--- src/rtl/lac_pkg.sv ---
package lac_pkg;

  typedef enum logic [1:0] {
    SZ_1B = 2'd0,
    SZ_2B = 2'd1,
    SZ_4B = 2'd2,
    SZ_8B = 2'd3
  } size_e;

endpackage

--- src/rtl/lac_entry.sv ---
module lac_entry #(
  parameter int unsigned ADDR_W = 32
) (
  input  logic              clk_i,
  input  logic              rst_ni,
  input  logic              clear_i,
  input  logic              wr_i,
  input  logic [ADDR_W-1:0] wr_addr_i,
  input  lac_pkg::size_e    wr_size_i,
  input  logic              chk_en_i,
  input  logic [ADDR_W-1:0] chk_addr_i,
  input  lac_pkg::size_e    chk_size_i,
  output logic              hit_o
);
  localparam int unsigned EXT_W = ADDR_W + 1;

  logic              valid_q;
  logic [ADDR_W-1:0] addr_q;
  lac_pkg::size_e    size_q;

  always_ff @(posedge clk_i or negedge rst_ni) begin
    if (!rst_ni) begin
      valid_q <= 1'b0;
      addr_q  <= '0;
      size_q  <= lac_pkg::SZ_1B;
    end else if (clear_i) begin
      valid_q <= 1'b0;
    end else if (wr_i) begin
      valid_q <= 1'b1;
      addr_q  <= wr_addr_i;
      size_q  <= wr_size_i;
    end
  end

  // Extended-width bounds keep ranges from wrapping at the top
  logic [EXT_W-1:0] e_lo, e_hi, s_lo, s_hi;
  always_comb begin
    e_lo  = {1'b0, addr_q};
    e_hi  = e_lo + (EXT_W'(1) << size_q);
    s_lo  = {1'b0, chk_addr_i};
    s_hi  = s_lo + (EXT_W'(1) << chk_size_i);
    hit_o = chk_en_i && valid_q && (s_lo < e_hi) && (e_lo < s_hi);
  end


  clear_kills_chk: assert property (@(posedge clk_i) disable iff (!rst_ni)
    $past(clear_i) |-> !valid_q);


  write_sets_chk: assert property (@(posedge clk_i) disable iff (!rst_ni)
    $past(wr_i && !clear_i) |-> (valid_q && addr_q == $past(wr_addr_i)));

endmodule

--- config.mk ---
export PLATFORM = sky130hd
export DESIGN_NAME = lac_entry
export DESIGN_NICKNAME = d
export VERILOG_FILES = /design/src/rtl/lac_pkg.sv /design/src/rtl/lac_entry.sv
export SDC_FILE = /design/constraint.sdc
export NUM_CORES = 1
export LEC_CHECK = 0
export ABC_CLOCK_PERIOD_IN_PS = 5700
export BUFFER_PORTS_ARGS = -buffer_cell sky130_fd_sc_hd__buf_2
export CAP_MARGIN = 0
export CORE_ASPECT_RATIO = 1.75
export CORE_UTILIZATION = 57
export CTS_CLUSTER_DIAMETER = 100
export DETAILED_ROUTE_END_ITERATION = 12
export PLACE_DENSITY = 0.86
export SYNTH_ARGS = -nofsm -noshare
export SYNTH_HDL_FRONTEND = slang
export SYNTH_SLANG_ARGS = --single-unit
--- constraint.sdc ---
create_clock -name clk_i -period 5.7 [get_ports clk_i]
set_input_delay 1.14 -clock clk_i [delete_from_list [all_inputs] [get_ports clk_i]]
set_output_delay 1.14 -clock clk_i [all_outputs]
set_load 0.005 [all_outputs]
==> results.py <==
metrics = {
    "final_layout": {
        "final_util_pct": 68.3,
        "syn_to_final_growth_pct": 16.6,
        "final_net_count": 655,
        "fin_cells": 595,
        "drive_gt1_share_pct": 26.4,
        "antenna_cells": 0,
    },
    "min_path": {
        "holdPathStages": 2,
        "hp-class": "flip-flop to flip-flop",
        "holdCritStartpoint": "valid_q$_DFFE_PN0P_",
        "whs_endpoint": "valid_q$_DFFE_PN0P_",
    },
    "floorplan": {
        "start_util_pct": 58.6,
        "die_w_um": 65.2,
        "dieArea_um2": 7350,
        "die_h_um": 113,
        "rows": 40,
        "coreArea_um2": 6810,
        "io_pins": 74,
    },
    "sta": {
        "finalClockSkew_ps": 0,
        "setup_violations": 0,
        "relSlewSlack_pct": 50.2,
        "tightestPinTransition_ps": 747,
        "post-route-min-period_ps": 5550,
        "hold_viol": 0,
        "period_share_pct": 97.4,
        "slew_viol_final": 0,
        "timing.fmax_mhz": 180,
    },
    "worst_setup_path": {
        "crit_path_end_kind": "output pin",
        "r2r-start": "addr_q[20]$_DFFE_PN0P_",
        "worstSetupPathType": "input pin to output pin",
        "reg2reg_depth": 1,
        "cp_max_fo": 5,
        "cp.required_ps": 4560,
        "reg2reg_setup_slack_ps": 4780,
        "regToRegEndpoint": "addr_q[20]$_DFFE_PN0P_",
        "cp.arrival_ps": 4410,
        "cp-start-kind": "input pin",
    },
    "placed_design": {
        "gp_congestion": 1.00,
        "io_buffers": 73,
        "placedCellCount": 584,
        "place_hpwl_um": 9180,
    },
    "global_routing": {
        "grt_max_degree": 37,
        "grt_antenna_before_repair": 0,
        "grt_pass1_wl_um": 18000,
        "grt.total_usage_pct": 31.7,
        "grt-ovfl-total": 0,
        "grt_pass1_vias": 4022,
    },
    "route": {
        "drcViolationCount": 0,
        "avgViaCountPerCell": 6.27,
        "routed_wl_um": 11300,
        "drt_first_iter_violations": 156,
        "ant_nets": 0,
        "drt-wirelength-per-cell_um": 18.9,
        "first_pass_iters": 5,
        "num_vias": 3732,
    },
    "clock_network": {
        "holdBufCountCts": 0,
        "numCtsBuffers": 5,
        "cts_max_level": 2,
        "cts_tree": "built",
        "clockRootBuffer": "clkbuf_16",
        "clk_latency_ps": 270,
        "path_clk_slew_ps": 50,
        "cts.sinks": 35,
        "clk_path_buf_depth": 2,
    },
    "synth": {
        "synth_cell_types": 44,
        "ys_seq_area_share_pct": 22.0,
        "synthFlopType": "dfrtp_1",
        "yosys_warnings": 0,
        "yosysTopAreaCellShare_pct": 22.0,
        "synthCells": 432,
        "syn_area_per_cell_um2": 9.24,
        "syn_nets": 577,
        "synth_area_leaders": "dfrtp_1 (22%), ha_1 (22%), mux2_2 (9.0%)",
        "synth_area_leader_cell": "dfrtp_1",
        "synth_edf_count": 0,
        "synth.ff_latch_count": 35,
        "synth_area_um2": 3990,
        "async_flop_share_pct": 100,
    },
    "power_and_ir_drop": {
        "power_leakage_nw": 2.12,
        "cellPowerDensity_nw_per_um2": 221,
        "irDropWorstVdd_mv": 0.257,
    },
    "status": {
        "status": "finished clean",
    },
    "flow_run": {
        "drv_cap": 0,
    },
}
power breakdown:
part | switching, mW | internal (mW)
sequential | 0.0699 | 0.285
combinational | 0.217 | 0.201
clock | 0.0923 | 0.161
total | 0.380 | 0.647
critical path: stages:
cell,delay [ps]
buf_2,110
nor2_1,110
ha_1,170
inv_1,50
fa_1,410
nand2b_4,180
a21oi_4,210
and2_2,220
nand2_1,70
xor2_1,160
ha_1,300
a21oi_1,160
nor2_1,70
a211oi_1,320
o2111ai_1,140
a211oi_1,230
a2bb2oi_1,200
buf_2,140
synth_stat cells (3+ instances only):
cell	number
nand2b_1	5
nand4_1	19
ha_1	70
inv_1	9
clkbuf_1	5
and3_1	12
xor2_1	35
xnor2_1	25
dfrtp_1	35
nor2b_1	7
nor3_1	5
a21oi_1	26
and2_1	4
nand2_1	33
o2111ai_1	3
a21o_1	12
and4_1	3
a211oi_1	4
nor2_1	26
mux2_2	32
a41oi_1	3
o21ai_0	12
nand3_1	22
sequential cells by signal, indices dropped and copies added, names as in the netlist:
signal	flops
size_q	2
valid_q	1
addr_q	32
what timing repair did:
item | CTS | global route
buffers inserted | 0 | 3
endpoints found under the setup margin | 0 | 1
gates resized for setup | 0 | 11
per-layer routing:
metal | share of wire [%] | up-vias | global-route usage (%)
met1 | 30 | 1764 | 28.6
li1 | - | 1744 | -
met3 | 3.4 | 70 | 4.07
met2 | 57 | 154 | 60.1
met4 | 8.7 | 0 | 24.3
met5 | 0 | - | 0
worst max path at each step:
stage | start | to | slack (ps) | cells past startpoint
finish | chk_size_i[1] | hit_o | 150 | 18
floorplan | chk_size_i[1] | hit_o | 700 | 17
global placement | chk_size_i[1] | hit_o | 240 | 18
CTS | chk_size_i[1] | hit_o | 120 | 18
detailed placement | chk_size_i[1] | hit_o | 120 | 18
global route | chk_size_i[1] | hit_o | -140 | 18
through the flow:
step / setup TNS [ps] / power, mW / hold slack [ps] / instance area (um2) / setup WS [ps]
after detailed placement: 0 / 0.754 / 510 / 4450 / 115
after global routing: -144 / 1.10 / 565 / 4650 / -144
final: 0 / 1.03 / 515 / 4650 / 147
after global placement: 0 / 0.728 / 479 / 4450 / 242
after floorplan: 0 / 0.608 / 463 / 3990 / 698
after CTS: 0 / 1.01 / 518 / 4590 / 117
cell type report:
cell class	count	area, um2
multi-input combinational	381	3100
fill	559	2160
sequential	35	876
timing repair buffer	78	403
clock buffer	7	133
tap	84	105
inverter	9	33.8
clock inverter	1	5.00
cells by family after synthesis:
kind of cell / synth area share (%)
and+or+nand+nor: 19.9
xor gates and xnor gates: 13.2
DFF: 22.0
muxes: 9.03
adders and majority gates: 23.0
buffers and inverters: 1.54
AOI/OAI and AO/OA: 11.4
cell usage in the layout, fill, tap and decap left out, drive strengths merged, types with 5 or more instances in the layout:
cell type / n
xnor2: 25
a21oi: 27
and3: 12
nand2b: 5
o21ai: 12
inv: 9
nand3: 22
ha: 70
nor2b: 7
a21o: 12
nor3: 6
buf: 78
nor2: 26
and4: 5
clkbuf: 7
dfrtp: 35
nand4: 20
nand2: 33
xor2: 35
mux2: 32
Power figures use the tool's default switching activity.
